### config.mk
export PLATFORM = sky130hd
export DESIGN_NAME = hzd_bypass_unit
export DESIGN_NICKNAME = d
export VERILOG_FILES = /design/src/rtl/hzd_pkg.sv /design/src/rtl/hzd_tag_cmp.sv /design/src/rtl/hzd_tag_pipe.sv /design/src/rtl/hzd_stall_detect.sv /design/src/rtl/hzd_fwd_sel.sv /design/src/rtl/hzd_bypass_unit.sv
export SDC_FILE = /design/constraint.sdc
export NUM_CORES = 1
export LEC_CHECK = 0
export BUFFER_PORTS_ARGS = -buffer_cell sky130_fd_sc_hd__buf_2
export CAP_MARGIN = 20
export CORE_MARGIN = 2
export CORE_UTILIZATION = 50
export DETAILED_ROUTE_END_ITERATION = 16
export GPL_ROUTABILITY_DRIVEN = 0
export GPL_TIMING_DRIVEN = 1
export PLACE_DENSITY = 0.72
export SYNTH_ARGS = -nofsm -noshare
export SYNTH_HDL_FRONTEND = slang
export SYNTH_SLANG_ARGS = --single-unit
### constraint.sdc
create_clock -name clk_i -period 2.86 [get_ports clk_i]
set_input_delay 0.572 -clock clk_i [delete_from_list [all_inputs] [get_ports clk_i]]
set_output_delay 0.572 -clock clk_i [all_outputs]
set_load 0.01 [all_outputs]
### src/rtl/hzd_pkg.sv
package hzd_pkg;

  localparam int unsigned OPSEL_W = 2;

  typedef enum logic [1:0] {
    BYP_NONE  = 2'd0,
    BYP_BASIC = 2'd1,
    BYP_FULL  = 2'd2,
    BYP_RSVD  = 2'd3
  } byp_mode_e;

  typedef enum logic [OPSEL_W-1:0] {
    OPSEL_RF = 2'd0,
    OPSEL_WB = 2'd1,
    OPSEL_EX = 2'd2
  } opsel_e;

endpackage

### src/rtl/hzd_tag_cmp.sv
module hzd_tag_cmp #(
  parameter int unsigned REG_W = 5
) (
  input  logic [REG_W-1:0] src_i,
  input  logic             src_use_i,
  input  logic [REG_W-1:0] dst_i,
  input  logic             dst_we_i,
  output logic             hit_o
);

  logic dst_live;

  // register 0 is constant zero, never a producer
  assign dst_live = dst_we_i && (dst_i != '0);
  assign hit_o    = src_use_i && dst_live && (dst_i == src_i);

endmodule

### src/rtl/hzd_tag_pipe.sv
module hzd_tag_pipe #(
  parameter int unsigned NUM_SRC = 2,
  parameter int unsigned REG_W   = 5
) (
  input  logic                          clk_i,
  input  logic                          rst_ni,
  input  logic                          stall_i,
  input  logic [NUM_SRC-1:0][REG_W-1:0] dec_rs_i,
  input  logic [NUM_SRC-1:0]            dec_use_i,
  input  logic [REG_W-1:0]              dec_rd_i,
  input  logic                          dec_we_i,
  output logic [NUM_SRC-1:0][REG_W-1:0] rd_rs_o,
  output logic [NUM_SRC-1:0]            rd_use_o,
  output logic [REG_W-1:0]              rd_rd_o,
  output logic                          rd_we_o,
  output logic [REG_W-1:0]              ex_rd_o,
  output logic                          ex_we_o,
  output logic [REG_W-1:0]              wb_rd_o,
  output logic                          wb_we_o
);

  logic [NUM_SRC-1:0][REG_W-1:0] rd_rs_q;
  logic [NUM_SRC-1:0]            rd_use_q;
  logic [REG_W-1:0]              rd_rd_q, ex_rd_q, wb_rd_q;
  logic                          rd_we_q, ex_we_q, wb_we_q;

  // operand-read slot: takes decode, or an empty slot while decode is held
  always_ff @(posedge clk_i or negedge rst_ni) begin
    if (!rst_ni) begin
      rd_rs_q  <= '0;
      rd_use_q <= '0;
      rd_rd_q  <= '0;
      rd_we_q  <= 1'b0;
    end else if (stall_i) begin
      rd_rs_q  <= '0;
      rd_use_q <= '0;
      rd_rd_q  <= '0;
      rd_we_q  <= 1'b0;
    end else begin
      rd_rs_q  <= dec_rs_i;
      rd_use_q <= dec_use_i;
      rd_rd_q  <= dec_rd_i;
      rd_we_q  <= dec_we_i;
    end
  end

  always_ff @(posedge clk_i or negedge rst_ni) begin
    if (!rst_ni) begin
      ex_rd_q <= '0;
      ex_we_q <= 1'b0;
      wb_rd_q <= '0;
      wb_we_q <= 1'b0;
    end else begin
      ex_rd_q <= rd_rd_q;
      ex_we_q <= rd_we_q;
      wb_rd_q <= ex_rd_q;
      wb_we_q <= ex_we_q;
    end
  end

  assign rd_rs_o  = rd_rs_q;
  assign rd_use_o = rd_use_q;
  assign rd_rd_o  = rd_rd_q;
  assign rd_we_o  = rd_we_q;
  assign ex_rd_o  = ex_rd_q;
  assign ex_we_o  = ex_we_q;
  assign wb_rd_o  = wb_rd_q;
  assign wb_we_o  = wb_we_q;

  AST_BUBBLE_AFTER_STALL: assert property (@(posedge clk_i) disable iff (!rst_ni)
    stall_i |=> (!rd_we_q && (rd_use_q == '0)));

endmodule

### src/rtl/hzd_stall_detect.sv
module hzd_stall_detect
  import hzd_pkg::*;
#(
  parameter int unsigned NUM_SRC = 2,
  parameter int unsigned REG_W   = 5
) (
  input  logic [1:0]                    mode_i,
  input  logic [NUM_SRC-1:0][REG_W-1:0] dec_rs_i,
  input  logic [NUM_SRC-1:0]            dec_use_i,
  input  logic [REG_W-1:0]              rd_rd_i,
  input  logic                          rd_we_i,
  input  logic [REG_W-1:0]              ex_rd_i,
  input  logic                          ex_we_i,
  output logic                          stall_o
);

  logic [NUM_SRC-1:0] hit_rd, hit_ex, need;
  byp_mode_e          mode;

  assign mode = byp_mode_e'(mode_i);

  for (genvar g = 0; g < NUM_SRC; g++) begin : g_src
    hzd_tag_cmp #(.REG_W(REG_W)) u_cmp_rd (
      .src_i     (dec_rs_i[g]),
      .src_use_i (dec_use_i[g]),
      .dst_i     (rd_rd_i),
      .dst_we_i  (rd_we_i),
      .hit_o     (hit_rd[g])
    );
    hzd_tag_cmp #(.REG_W(REG_W)) u_cmp_ex (
      .src_i     (dec_rs_i[g]),
      .src_use_i (dec_use_i[g]),
      .dst_i     (ex_rd_i),
      .dst_we_i  (ex_we_i),
      .hit_o     (hit_ex[g])
    );
  end

  // producer one ahead sits in operand read, two ahead in execute
  always_comb begin
    for (int i = 0; i < int'(NUM_SRC); i++) begin
      case (mode)
        BYP_FULL:  need[i] = 1'b0;
        BYP_BASIC: need[i] = hit_rd[i];
        default:   need[i] = hit_rd[i] | hit_ex[i];
      endcase
    end
  end

  assign stall_o = |need;

endmodule

### src/rtl/hzd_fwd_sel.sv
module hzd_fwd_sel
  import hzd_pkg::*;
#(
  parameter int unsigned NUM_SRC = 2,
  parameter int unsigned REG_W   = 5
) (
  input  logic [NUM_SRC-1:0][REG_W-1:0]   rd_rs_i,
  input  logic [NUM_SRC-1:0]              rd_use_i,
  input  logic [REG_W-1:0]                ex_rd_i,
  input  logic                            ex_we_i,
  input  logic [REG_W-1:0]                wb_rd_i,
  input  logic                            wb_we_i,
  output logic [NUM_SRC-1:0][OPSEL_W-1:0] opsel_o
);

  logic [NUM_SRC-1:0] hit_ex, hit_wb;

  for (genvar g = 0; g < NUM_SRC; g++) begin : g_src
    hzd_tag_cmp #(.REG_W(REG_W)) u_cmp_ex (
      .src_i     (rd_rs_i[g]),
      .src_use_i (rd_use_i[g]),
      .dst_i     (ex_rd_i),
      .dst_we_i  (ex_we_i),
      .hit_o     (hit_ex[g])
    );
    hzd_tag_cmp #(.REG_W(REG_W)) u_cmp_wb (
      .src_i     (rd_rs_i[g]),
      .src_use_i (rd_use_i[g]),
      .dst_i     (wb_rd_i),
      .dst_we_i  (wb_we_i),
      .hit_o     (hit_wb[g])
    );

    // younger producer wins
    always_comb begin
      if (hit_ex[g])      opsel_o[g] = OPSEL_EX;
      else if (hit_wb[g]) opsel_o[g] = OPSEL_WB;
      else                opsel_o[g] = OPSEL_RF;
    end
  end

endmodule

### src/rtl/hzd_bypass_unit.sv
module hzd_bypass_unit
  import hzd_pkg::*;
#(
  parameter int unsigned NUM_SRC = 2,
  parameter int unsigned REG_W   = 5
) (
  input  logic                            clk_i,
  input  logic                            rst_ni,
  input  logic [1:0]                      mode_i,
  input  logic [NUM_SRC-1:0][REG_W-1:0]   dec_rs_i,
  input  logic [NUM_SRC-1:0]              dec_rs_use_i,
  input  logic [REG_W-1:0]                dec_rd_i,
  input  logic                            dec_rd_we_i,
  output logic                            stall_o,
  output logic [NUM_SRC-1:0][OPSEL_W-1:0] opsel_o
);

  logic [NUM_SRC-1:0][REG_W-1:0] rd_rs;
  logic [NUM_SRC-1:0]            rd_use;
  logic [REG_W-1:0]              rd_rd, ex_rd, wb_rd;
  logic                          rd_we, ex_we, wb_we;
  logic                          stall;
  logic                          mode_none, mode_basic;

  hzd_tag_pipe #(.NUM_SRC(NUM_SRC), .REG_W(REG_W)) u_tag_pipe (
    .clk_i     (clk_i),
    .rst_ni    (rst_ni),
    .stall_i   (stall),
    .dec_rs_i  (dec_rs_i),
    .dec_use_i (dec_rs_use_i),
    .dec_rd_i  (dec_rd_i),
    .dec_we_i  (dec_rd_we_i),
    .rd_rs_o   (rd_rs),
    .rd_use_o  (rd_use),
    .rd_rd_o   (rd_rd),
    .rd_we_o   (rd_we),
    .ex_rd_o   (ex_rd),
    .ex_we_o   (ex_we),
    .wb_rd_o   (wb_rd),
    .wb_we_o   (wb_we)
  );

  hzd_stall_detect #(.NUM_SRC(NUM_SRC), .REG_W(REG_W)) u_stall (
    .mode_i    (mode_i),
    .dec_rs_i  (dec_rs_i),
    .dec_use_i (dec_rs_use_i),
    .rd_rd_i   (rd_rd),
    .rd_we_i   (rd_we),
    .ex_rd_i   (ex_rd),
    .ex_we_i   (ex_we),
    .stall_o   (stall)
  );

  hzd_fwd_sel #(.NUM_SRC(NUM_SRC), .REG_W(REG_W)) u_fwd (
    .rd_rs_i  (rd_rs),
    .rd_use_i (rd_use),
    .ex_rd_i  (ex_rd),
    .ex_we_i  (ex_we),
    .wb_rd_i  (wb_rd),
    .wb_we_i  (wb_we),
    .opsel_o  (opsel_o)
  );

  assign stall_o    = stall;
  assign mode_none  = (mode_i == BYP_NONE) || (mode_i == BYP_RSVD);
  assign mode_basic = (mode_i == BYP_BASIC);

  AST_NONE_STALL_TWO: assert property (@(posedge clk_i) disable iff (!rst_ni)
    (mode_none && stall && $past(stall)) |=> !stall);
  AST_BASIC_STALL_ONE: assert property (@(posedge clk_i) disable iff (!rst_ni)
    (mode_basic && stall) |=> !stall);

  for (genvar g = 0; g < NUM_SRC; g++) begin : g_chk
    AST_NONE_RF: assert property (@(posedge clk_i) disable iff (!rst_ni)
      mode_none |-> (opsel_o[g] == OPSEL_RF));
    AST_BASIC_NO_EX: assert property (@(posedge clk_i) disable iff (!rst_ni)
      mode_basic |-> (opsel_o[g] != OPSEL_EX));
    AST_ZERO_NO_FWD: assert property (@(posedge clk_i) disable iff (!rst_ni)
      (rd_use[g] && (rd_rs[g] == '0)) |-> (opsel_o[g] == OPSEL_RF));
  end

endmodule

==> impl_metrics.env <==
export IMPL_netSwitchingFraction_pct=29.34
export IMPL_post_route_drc_count=0
export IMPL_pwr_share_seq_pct=56.0
export IMPL_finalMaxSlewViolations=0
export IMPL_max_slew_margin_pct=55.87
export IMPL_final_core_util_pct=59.64
export IMPL_dieArea_um2=3811
export IMPL_p_leak_nw=0.8367
export IMPL_syn_num_nets=171
export IMPL_htree_levels=2
export IMPL_cp_end_kind="output port"
export IMPL_grt_first_pass_wirelength_mm=5.616
export IMPL_reg2regPathDepth=4
export IMPL_outcome="finished clean"
export IMPL_pwr_share_clk_pct=26.7
export IMPL_finalInstanceArea_um2=1851
export IMPL_drt_iter0_markers=18
export IMPL_tightest_slew_ps=661.9
export IMPL_p_per_area_nw_per_um2=466.2
export IMPL_crit_fanout=19
export IMPL_fin_crit_sh_pct=95.43
export IMPL_syn_inst=148
export IMPL_cp_arrival_ps=2160
export IMPL_die_h_um=61.74
export IMPL_synth_warnings=0
export IMPL_antenna_found_initial=0
export IMPL_hp_class="input port to asynchronous set/reset pin"
export IMPL_tns_ps=0
export IMPL_hpwl_mm=2.632
export IMPL_required_ps=2290
export IMPL_wirelength_mm=3.426
export IMPL_placed_area_um2=1803
export IMPL_first_global_vias=1180
export IMPL_syn2layout_area_growth_pct=11.04
export IMPL_p_int_mw=0.6096
export IMPL_crit_type="flop to output port"
export IMPL_finalHoldViolations=0
export IMPL_cts_sinks=30
export IMPL_ctsHoldBuffers=0
export IMPL_diodes=0
export IMPL_ant_nets=0
export IMPL_clk_path_buf_depth=2
export IMPL_fmax_mhz=366.4
export IMPL_cts_resized=0
export IMPL_post_route_min_period_ps=2729
export IMPL_rows=20
export IMPL_dieWidth_um=61.74
export IMPL_rsz0062_at_grt="false"
export IMPL_synth_seq_area_share_pct=45.05
export IMPL_first_pass_iters=4
export IMPL_final_net_count=195
export IMPL_track_usage_pct=20.96
export IMPL_wl_per_cell_um=15.86
export IMPL_io_buffers=26
export IMPL_initial_core_util_pct=53.71
export IMPL_synth_cell_types=24
export IMPL_clkTransAtPathRegs_ps=90
export IMPL_net_switching_power_mw=0.2531
export IMPL_vias=1169
export IMPL_postCtsSetupBuffers=0
export IMPL_r2r_start="u_tag_pipe.ex_rd_o[2]"
export IMPL_ioPinCount=27
export IMPL_cts_tree="built"
export IMPL_syn_avg_cell_area_um2=11.26
export IMPL_core_region_area_um2=3103
export IMPL_power_combinational_fraction_pct=17.3
export IMPL_clk_latency_ps=330
export IMPL_viasPerCell=5.412
export IMPL_cts_buffers=5
export IMPL_grt_max_degree=31
export IMPL_layout_drive_gt1_share_pct=27.91
export IMPL_overflow=0
export IMPL_setup_viol=0
export IMPL_whs_ps=266.9
export IMPL_regToRegSetupSlack_ps=1000
export IMPL_cap_violations=0
export IMPL_vdd_ir_drop_max_mv=0.2369
export IMPL_finClkSkew_ps=7.089
export IMPL_r2r_end="u_tag_pipe.rd_rs_o[3]"
export IMPL_cts_root_buf="clkbuf_4"
export IMPL_synth_area_um2=1667
export IMPL_synth_seq_cells=30
export IMPL_start_kind="flop"
per-stage QoR:
stage	power (mW)	setup WS [ps]	instances
floorplan	0.5903	299.7	148
global placement	0.6340	550.3	209
detailed placement	0.6419	512.2	209
CTS	0.8718	124.5	216
global route	0.9095	44.24	216
finish	0.8627	130.8	216
sequential cells by signal, indices dropped and copies added (netlist names):
register,flops
u_tag_pipe.ex_we_o,1
u_tag_pipe.wb_rd_o,5
u_tag_pipe.rd_rd_o,5
u_tag_pipe.rd_we_o,1
u_tag_pipe.wb_we_o,1
u_tag_pipe.rd_rs_o,10
u_tag_pipe.ex_rd_o,5
u_tag_pipe.rd_use_o,2
critical path: stages (launching register included):
cell	delay, ps
dfrtp_1	490
or4_1	530
o21a_1	210
buf_4	220
a22o_1	230
buf_2	130
power by group through the flow:
stage	sequential, mW	combinational [mW]	clock [mW]
floorplan	0.476	0.114	0
global placement	0.491	0.143	0
detailed placement	0.492	0.150	0
CTS	0.483	0.151	0.238
global route	0.487	0.167	0.255
finish	0.483	0.149	0.230
layout by cell type (no fill, tap or decap), drive strengths merged:
cell and instances:
and4 2, ha 1, o22ai 2, xnor2 24, clkbuf 5, nand4 4, a22o 1, nor4 4
nand3 4, o21a 2, clkinv 2, o211ai 2, buf 30, dfrtp 30, a221oi 18, xor2 16
or4 3, nor3 2, o21ai 1, inv 19
synthesized netlist by cell type:
| master | number | area share (%) |
|---|---|---|
| o21ai_0 | 1 | 0.30 |
| or4_1 | 3 | 1.4 |
| inv_1 | 19 | 4.3 |
| a221oi_2 | 9 | 8.1 |
| clkbuf_1 | 3 | 0.68 |
| a22o_1 | 1 | 0.53 |
| a221oi_1 | 9 | 4.7 |
| nor4_1 | 4 | 1.5 |
| buf_2 | 4 | 1.2 |
| nor3_1 | 2 | 0.60 |
| o22ai_1 | 1 | 0.38 |
| clkbuf_2 | 1 | 0.30 |
| and4_1 | 2 | 1.1 |
| buf_6 | 3 | 2.0 |
| nand4_1 | 4 | 1.5 |
| o21a_1 | 2 | 0.90 |
| nand3_1 | 4 | 1.2 |
| dfrtp_1 | 30 | 45 |
| buf_4 | 2 | 0.90 |
| xor2_1 | 16 | 8.4 |
| xnor2_1 | 24 | 13 |
| o211ai_1 | 2 | 0.90 |
| o22ai_2 | 1 | 0.75 |
| ha_1 | 1 | 0.75 |
how the worst max path moves through the flow:
stage	start	to	slack [ps]	depth (start not counted)
after global placement	u_tag_pipe.ex_rd_o[1]	stall_o	550	5
after global routing	u_tag_pipe.ex_rd_o[1]	stall_o	40	5
after detailed placement	u_tag_pipe.ex_rd_o[2]	stall_o	510	5
final	u_tag_pipe.ex_rd_o[2]	stall_o	130	5
after floorplan	mode_i[1]	stall_o	300	6
after CTS	u_tag_pipe.ex_rd_o[2]	stall_o	120	5
layout make-up:
cell class | instances | area, um^2
Multi-Input combinational cell | 86 | 765.7
Clock buffer | 5 | 37.54
Timing Repair Buffer | 30 | 160.2
Tap cell | 44 | 55.05
Fill cell | 276 | 1252
Clock inverter | 2 | 10.01
Inverter | 19 | 71.32
Sequential cell | 30 | 750.7
per-layer routing:
layer	track usage, %	wire length [um]	part of all wire, %	vias up
li1	-	-	-	565
met1	26.38	1455	42	570
met2	34.74	1787	52	28
met3	5.383	129	3.8	6
met4	8.207	53	1.5	0
met5	0	0	0	-
logic make-up after synthesis:
| family | synth area share, % |
|---|---|
| buffers and inverters | 9.384 |
| XOR/XNOR | 21.02 |
| adder cells (fa/ha/maj) | 0.7506 |
| AO/OA/AOI/OAI | 16.59 |
| AND/OR/NAND/NOR | 7.207 |
| flip-flops | 45.05 |
Power figures use the tool's default switching activity.
